## src/rtl/tsf_pkg.sv

```systemverilog
package tsf_pkg;
  localparam int OFF_W  = 11;
  localparam int TAG_W  = 2;
  localparam int PC_W   = 11;
  localparam int HALF_W = 16;
  localparam int WORD_W = 32;
  localparam int PAD_W  = WORD_W - PC_W - TAG_W - HALF_W;

  typedef enum logic [2:0] {
    OP_STORE_LO   = 3'd0,
    OP_STORE_HI   = 3'd1,
    OP_STORE_WORD = 3'd2,
    OP_SET_STEP   = 3'd3,
    OP_AUTO_HALF  = 3'd4,
    OP_AUTO_WORD  = 3'd5,
    OP_RSVD_6     = 3'd6,
    OP_RSVD_7     = 3'd7
  } op_e;

  // byte offset to signed word offset (floor division by four)
  function automatic logic signed [OFF_W-1:0] word_step(input logic [OFF_W-1:0] byte_off);
    return $signed(byte_off) >>> 2;
  endfunction

  // half-word payload, optionally tagged in its two top bits
  function automatic logic [HALF_W-1:0] fmt_half(input logic [HALF_W-1:0] src,
                                                 input logic [TAG_W-1:0] tag,
                                                 input logic tag_en);
    return tag_en ? {tag, src[HALF_W-TAG_W-1:0]} : src;
  endfunction

  // full word: pc, zero pad, tag, data
  function automatic logic [WORD_W-1:0] fmt_word(input logic [PC_W-1:0] pc,
                                                 input logic [TAG_W-1:0] tag,
                                                 input logic [HALF_W-1:0] src);
    return {pc, {PAD_W{1'b0}}, tag, src};
  endfunction
endpackage

```

## src/rtl/tsf_sequencer.sv

```systemverilog
module tsf_sequencer #(
  parameter int EXEC_CYC = 4
) (
  input  logic clk,
  input  logic rst_n,
  input  logic start,
  output logic busy,
  output logic commit
);
  localparam int CNT_W = (EXEC_CYC > 1) ? $clog2(EXEC_CYC) : 1;
  localparam logic [CNT_W-1:0] LAST = CNT_W'(EXEC_CYC - 1);

  logic [CNT_W-1:0] cnt;

  always_ff @(posedge clk or negedge rst_n) begin
    if (!rst_n) begin
      busy <= 1'b0;
      cnt  <= '0;
    end else if (start) begin
      busy <= 1'b1;
      cnt  <= '0;
    end else if (busy) begin
      if (cnt == LAST) busy <= 1'b0;
      else             cnt  <= cnt + 1'b1;
    end
  end

  assign commit = busy && (cnt == LAST);

  // the commit cycle is the last busy cycle
  p_commit_last_r2: assert property (@(posedge clk) disable iff (!rst_n)
    commit |=> !busy);
  // a start always opens a busy window that does not commit at once
  p_start_opens_r2: assert property (@(posedge clk) disable iff (!rst_n)
    start |=> (busy && !commit));
endmodule

```

## src/rtl/tsf_autoinc.sv

```systemverilog
module tsf_autoinc
  import tsf_pkg::*;
#(
  parameter int ADDR_W = 11
) (
  input  logic              clk,
  input  logic              rst_n,
  input  logic              commit,
  input  op_e               op,
  input  logic [OFF_W-1:0]  step_byte,
  output logic [ADDR_W-1:0] auto_off,
  output logic              half_hi
);
  always_ff @(posedge clk or negedge rst_n) begin
    if (!rst_n) begin
      auto_off <= '0;
      half_hi  <= 1'b0;
    end else if (commit) begin
      case (op)
        OP_SET_STEP: begin
          auto_off <= ADDR_W'(word_step(step_byte));
          half_hi  <= 1'b0;
        end
        OP_AUTO_HALF: begin
          if (half_hi) auto_off <= auto_off + 1'b1;
          half_hi <= ~half_hi;
        end
        OP_AUTO_WORD: auto_off <= auto_off + 1'b1;
        default: ;
      endcase
    end
  end

  // after the high half the offset steps and the selector returns low
  p_step_after_high_r8: assert property (@(posedge clk) disable iff (!rst_n)
    (commit && op == OP_AUTO_HALF && half_hi) |=> (auto_off == $past(auto_off) + 1'b1) && !half_hi);
  // the low half keeps the offset
  p_hold_after_low_r8: assert property (@(posedge clk) disable iff (!rst_n)
    (commit && op == OP_AUTO_HALF && !half_hi) |=> $stable(auto_off) && half_hi);
  // set-offset clears the selector
  p_sel_cleared_r7: assert property (@(posedge clk) disable iff (!rst_n)
    (commit && op == OP_SET_STEP) |=> !half_hi);
  // nothing changes without a commit
  p_idle_hold_r11: assert property (@(posedge clk) disable iff (!rst_n)
    !commit |=> $stable(auto_off) && $stable(half_hi));
endmodule

```

## src/rtl/tsf_formatter.sv

```systemverilog
module tsf_formatter
  import tsf_pkg::*;
#(
  parameter int ADDR_W = 11
) (
  input  op_e               op,
  input  logic [HALF_W-1:0] src,
  input  logic [ADDR_W-1:0] base,
  input  logic [OFF_W-1:0]  byte_off,
  input  logic [TAG_W-1:0]  tag,
  input  logic              tag_en,
  input  logic [PC_W-1:0]   pc,
  input  logic [ADDR_W-1:0] auto_off,
  input  logic              half_hi,
  output logic              is_write,
  output logic [ADDR_W-1:0] addr,
  output logic [WORD_W-1:0] wdata,
  output logic [1:0]        hen
);
  logic [ADDR_W-1:0] addr_direct;
  logic [ADDR_W-1:0] addr_auto;
  logic [HALF_W-1:0] half_val;
  logic [WORD_W-1:0] word_val;

  assign addr_direct = base + ADDR_W'(word_step(byte_off));
  assign addr_auto   = base + auto_off;
  assign half_val    = fmt_half(src, tag, tag_en);
  assign word_val    = fmt_word(pc, tag, src);

  always_comb begin
    is_write = 1'b1;
    addr     = addr_direct;
    wdata    = {half_val, half_val};
    hen      = 2'b00;
    case (op)
      OP_STORE_LO:   hen = 2'b01;
      OP_STORE_HI:   hen = 2'b10;
      OP_STORE_WORD: begin hen = 2'b11; wdata = word_val; end
      OP_AUTO_HALF:  begin addr = addr_auto; hen = half_hi ? 2'b10 : 2'b01; end
      OP_AUTO_WORD:  begin addr = addr_auto; hen = 2'b11; wdata = word_val; end
      default:       is_write = 1'b0;
    endcase
  end
endmodule

```

## src/rtl/tagged_store_formatter.sv

```systemverilog
module tagged_store_formatter
  import tsf_pkg::*;
#(
  parameter int ADDR_W   = 11,
  parameter int EXEC_CYC = 4
) (
  input  logic              clk,
  input  logic              rst_n,
  input  logic              cmd_valid,
  input  logic [2:0]        cmd_op,
  input  logic [15:0]       cmd_src,
  input  logic [ADDR_W-1:0] cmd_base,
  input  logic [10:0]       cmd_offset,
  input  logic [1:0]        cmd_tag,
  input  logic              cmd_tag_en,
  input  logic [10:0]       cmd_pc,
  output logic              cmd_ready,
  output logic              mem_we,
  output logic [ADDR_W-1:0] mem_addr,
  output logic [31:0]       mem_wdata,
  output logic [1:0]        mem_hen
);
  // named internal events
  logic start, busy, commit, is_write;
  logic [ADDR_W-1:0] auto_off, f_addr;
  logic              half_hi;
  logic [WORD_W-1:0] f_wdata;
  logic [1:0]        f_hen;

  // latched command
  op_e               op_q;
  logic [HALF_W-1:0] src_q;
  logic [ADDR_W-1:0] base_q;
  logic [OFF_W-1:0]  off_q;
  logic [TAG_W-1:0]  tag_q;
  logic              tag_en_q;
  logic [PC_W-1:0]   pc_q;

  assign cmd_ready = !busy;
  assign start     = cmd_valid && !busy;

  always_ff @(posedge clk or negedge rst_n) begin
    if (!rst_n) begin
      op_q     <= OP_RSVD_7;
      src_q    <= '0;
      base_q   <= '0;
      off_q    <= '0;
      tag_q    <= '0;
      tag_en_q <= 1'b0;
      pc_q     <= '0;
    end else if (start) begin
      op_q     <= op_e'(cmd_op);
      src_q    <= cmd_src;
      base_q   <= cmd_base;
      off_q    <= cmd_offset;
      tag_q    <= cmd_tag;
      tag_en_q <= cmd_tag_en;
      pc_q     <= cmd_pc;
    end
  end

  tsf_sequencer #(.EXEC_CYC(EXEC_CYC)) seq_i (
    .clk(clk), .rst_n(rst_n), .start(start), .busy(busy), .commit(commit));

  tsf_autoinc #(.ADDR_W(ADDR_W)) auto_i (
    .clk(clk), .rst_n(rst_n), .commit(commit), .op(op_q), .step_byte(off_q),
    .auto_off(auto_off), .half_hi(half_hi));

  tsf_formatter #(.ADDR_W(ADDR_W)) fmt_i (
    .op(op_q), .src(src_q), .base(base_q), .byte_off(off_q), .tag(tag_q),
    .tag_en(tag_en_q), .pc(pc_q), .auto_off(auto_off), .half_hi(half_hi),
    .is_write(is_write), .addr(f_addr), .wdata(f_wdata), .hen(f_hen));

  assign mem_we    = commit && is_write;
  assign mem_addr  = mem_we ? f_addr  : '0;
  assign mem_wdata = mem_we ? f_wdata : '0;
  assign mem_hen   = mem_we ? f_hen   : 2'b00;

  // a write happens only while busy and ends the window
  p_we_in_window_r2: assert property (@(posedge clk) disable iff (!rst_n)
    mem_we |-> (!cmd_ready ##1 cmd_ready));
  // acceptance drops ready
  p_accept_drops_r2: assert property (@(posedge clk) disable iff (!rst_n)
    (cmd_valid && cmd_ready) |=> !cmd_ready);
  // a write always enables at least one half
  p_hen_present_r4: assert property (@(posedge clk) disable iff (!rst_n)
    mem_we |-> ($countones(mem_hen) != 0));
  // no half enable without a write
  p_hen_idle_r1: assert property (@(posedge clk) disable iff (!rst_n)
    !mem_we |-> (mem_hen == 2'b00));
  // reserved codes never reach the port
  p_rsvd_silent_r10: assert property (@(posedge clk) disable iff (!rst_n)
    mem_we |-> (op_q != OP_RSVD_6 && op_q != OP_RSVD_7 && op_q != OP_SET_STEP));
  // a command offered while busy does not replace the latched one
  p_busy_ignore_r11: assert property (@(posedge clk) disable iff (!rst_n)
    (cmd_valid && !cmd_ready) |=> $stable(op_q) && $stable(src_q));
endmodule

```

## config.mk

```make
export PLATFORM = sky130hd
export DESIGN_NAME = tagged_store_formatter
export DESIGN_NICKNAME = d
export VERILOG_FILES = /design/src/rtl/tsf_pkg.sv /design/src/rtl/tsf_sequencer.sv /design/src/rtl/tsf_autoinc.sv /design/src/rtl/tsf_formatter.sv /design/src/rtl/tagged_store_formatter.sv
export SDC_FILE = /design/constraint.sdc
export NUM_CORES = 1
export LEC_CHECK = 0
export BUFFER_PORTS_ARGS = -buffer_cell sky130_fd_sc_hd__buf_2
export CAP_MARGIN = 25
export CORE_UTILIZATION = 45
export DETAILED_ROUTE_END_ITERATION = 7
export PLACE_DENSITY = 0.71
export RECOVER_POWER = 50
export SLEW_MARGIN = 20
export SYNTH_ARGS = -nofsm -noshare
export SYNTH_HDL_FRONTEND = slang
export SYNTH_SLANG_ARGS = --single-unit
```

## constraint.sdc

```tcl
create_clock -name clk -period 7.22 [get_ports clk]
set_input_delay 1.444 -clock clk [delete_from_list [all_inputs] [get_ports clk]]
set_output_delay 1.444 -clock clk [all_outputs]
set_load 0.02 [all_outputs]
```

==> flow_summary.json <==
{
  "hold_path.class": "reg2reg",
  "synth-seq-cells": 68,
  "nNetsFinal": 543,
  "path_clk_slew_ns": 0.07,
  "antenna_found_initial": 0,
  "vias": 3119,
  "synthAdderAreaFrac_pct": 4.372,
  "slew_headroom_pct": -143.0,
  "fin_cells": 582,
  "drc": 0,
  "synth.avg_cell_area_um2": 10.41,
  "synth_compound_area_share_pct": 12.05,
  "worstSetupPathType": "reg2out",
  "core_area_um2": 8299,
  "grt_max_degree": 69,
  "syn_inst": 374,
  "status": "complete, but fails checks",
  "htree_levels": 3,
  "finalWorstSetupSlack_ns": 2.084,
  "critical-path-slowest-cell": "dfstp_1",
  "synthXorXnorAreaFrac_pct": 1.575,
  "slew_viol_final": 104,
  "post-route-period-util_pct": 71.13,
  "dr.pass1.iters": 4,
  "dieArea_um2": 9026,
  "rsz0062_at_grt": "false",
  "portBuffers": 102,
  "grt_pass1_wl_um": 14480,
  "avgRoutedWirePerCell_um": 14.85,
  "syn2layout_area_growth_pct": 19.93,
  "cts.sinks": 68,
  "fmax_mhz": 194.7,
  "start_util_pct": 46.90,
  "ys_types": 49,
  "drive_gt1_share_pct": 38.57,
  "postCtsSetupBuffers": 0,
  "regArea_um2": 1705,
  "p_leak_nw": 2.286,
  "dpl-instance-area_um2": 4459,
  "clockBufferDepth": 2,
  "final_area_um2": 4668,
  "track_usage_pct": 21.01,
  "vdd_drop_max_uv": 226.9,
  "synth_mux_area_share_pct": 19.96,
  "violations": "capacitance limit, slew limit",
  "tightestPinTransition_ns": 3.646,
  "globalplace.congestion": 0.7864,
  "yosysSeqAreaShare_pct": 43.81,
  "via_per_inst": 5.359,
  "synth-edff-count": 0,
  "hold_violations": 0,
  "synthesis.area_um2": 3892,
  "overflow": 0,
  "cts_tree": "done",
  "cp-end-kind": "output pin",
  "synth_warnings": 0,
  "die_h_um": 95.01,
  "placed_cells": 566,
  "dp_slack_ns": 2.534,
  "holdWs_ns": 0.5051,
  "period_needed_ns": 5.136,
  "synth_ff_type": "dfrtp_1",
  "numCtsBuffers": 9,
  "num_io_pins": 105,
  "ctsHoldBuffers": 0,
  "std_cell_rows": 33,
  "critPathArrivalTime_ns": 3.69,
  "setup_tns_ns": 0,
  "routed_wl_um": 8642,
  "synth_simple_gate_area_share_pct": 14.79,
  "nFillCells": 746,
  "drt_iter0_drc": 107,
  "max-cap-violations": 2,
  "path_cells": "nand2b_1 -> nand2_1 -> nand2_1 -> ha_1 -> inv_1 -> fa_1 -> nand2b_1 -> a21o_1 -> a211oi_1 -> nor3_1 -> nor3b_2 -> buf_2",
  "cellPowerDensity_nw_per_um2": 498.0,
  "ys_async_sr_fraction_pct": 100.0,
  "critPathLaunchType": "flip-flop",
  "root_buffer": "clkbuf_8",
  "ctsResizeCount": 0,
  "setup_violations": 0,
  "dpl.hpwl_um": 6007,
  "crit_buf_inv": 2,
  "cp.required_ns": 5.78,
  "path_delay_family": "simple AND/OR/NAND/NOR gates",
  "antenna_left": 0,
  "crit_path_max_fanout": 21,
  "multi_input_area_um2": 2037,
  "synth_top_family_by_area": "multiplexers",
  "chipWidth_um": 95.01,
  "grt_pass1_vias": 3158,
  "critPathMaxStageDelay_ns": 0.62,
  "finClkSkew_ns": 0.009598,
  "num_antenna_cells": 0,
  "clk_latency_ns": 0.34,
  "synth.net_count": 445
}
[final timing paths]
kind / start / to / slack, ns / cells past startpoint
min in group asynchronous: rst_n / off_q[4] / 2.43 / 2
max in group asynchronous: rst_n / base_q[8] / 2.69 / 2
min: off_q[3] / off_q[3] / 0.51 / 1
max reg2reg: seq_i.busy / pc_q[4] / 3.48 / 3
min reg2reg: off_q[3] / off_q[3] / 0.51 / 1
max: op_q[1] / mem_addr[10] / 2.08 / 12
[logic make-up after synthesis]
logic type	after synthesis
AO/OA/AOI/OAI	69
XOR/XNOR	7
adder cells (fa/ha/maj)	13
buffers and inverters	25
flip-flops	68
multiplexers	71
AND/OR/NAND/NOR	121
[routing by layer]
metal | global-route usage, % | up-vias | wire length, um
met4 | 4.545 | 0 | 70
met5 | 0 | - | 0
met2 | 37.71 | 100 | 4317
met3 | 8.776 | 7 | 658
met1 | 23.00 | 1500 | 3595
li1 | - | 1512 | -
[cell usage in the layout, fill, tap and decap left out, drive strengths merged, types with 6 or more instances in the layout]
cell type and count:
inv 7, a211oi 6, a21oi 21, o21ai 16, and2 16, xor2 6, mux2 53, nand2 43
nand3 7, dfrtp 65, nor2 31, nand2b 7, ha 12, mux2i 18, buf 103, clkbuf 12
[metrics by stage]
stage,power [mW],util (%)
2_1_floorplan,1.693,-
3_3_place_gp,1.915,53.73
3_5_place_dp,1.962,53.73
4_1_cts,2.352,56.63
5_1_grt,2.521,56.25
6_report,2.325,56.25
[synthesized netlist by cell type (3+ instances only)]
cell type | n | area share (%)
dfrtp_1 | 65 | 42
a2bb2oi_1 | 3 | 0.68
a21o_1 | 5 | 0.96
mux2i_1 | 18 | 4.6
and2_1 | 16 | 2.6
buf_6 | 3 | 0.87
a21oi_2 | 4 | 0.90
and3_1 | 5 | 0.80
nor3_1 | 3 | 0.39
mux2_2 | 53 | 15
xor2_1 | 6 | 1.4
o21ai_0 | 15 | 1.9
clkbuf_1 | 3 | 0.29
a21oi_1 | 16 | 2.1
nor2b_1 | 3 | 0.48
inv_1 | 6 | 0.58
a31oi_1 | 3 | 0.48
o22ai_1 | 5 | 0.80
buf_2 | 11 | 1.4
nor2_1 | 31 | 3.0
nand3_1 | 6 | 0.77
nand2_1 | 42 | 4.1
a211oi_1 | 4 | 0.77
nand2b_1 | 7 | 1.1
dfstp_2 | 3 | 2.0
ha_1 | 12 | 3.9
[sequential cells by signal, summed over array words and instances, names as in the netlist]
| register | count |
|---|---|
| seq_i.cnt | 2 |
| src_q | 16 |
| seq_i.busy | 1 |
| op_q | 3 |
| off_q | 9 |
| base_q | 11 |
| auto_i.auto_off | 11 |
| tag_q | 2 |
| auto_i.half_hi | 1 |
| pc_q | 11 |
| tag_en_q | 1 |
[final cells by class]
cell class | instances | share of cell area, %
Multi-Input combinational cell | 281 | 43.63
Sequential cell | 68 | 36.53
Clock buffer | 10 | 2.734
Inverter | 7 | 0.5629
Timing Repair Buffer | 105 | 11.31
Tap cell | 105 | 2.814
Clock inverter | 6 | 2.412
[power breakdown]
group	internal (mW)	switching [mW]	leakage [nW]
registers	0.580	0.156	0.803
clock network	0.230	0.150	0.120
logic	0.547	0.661	1.36
Power figures use the tool's default switching activity.
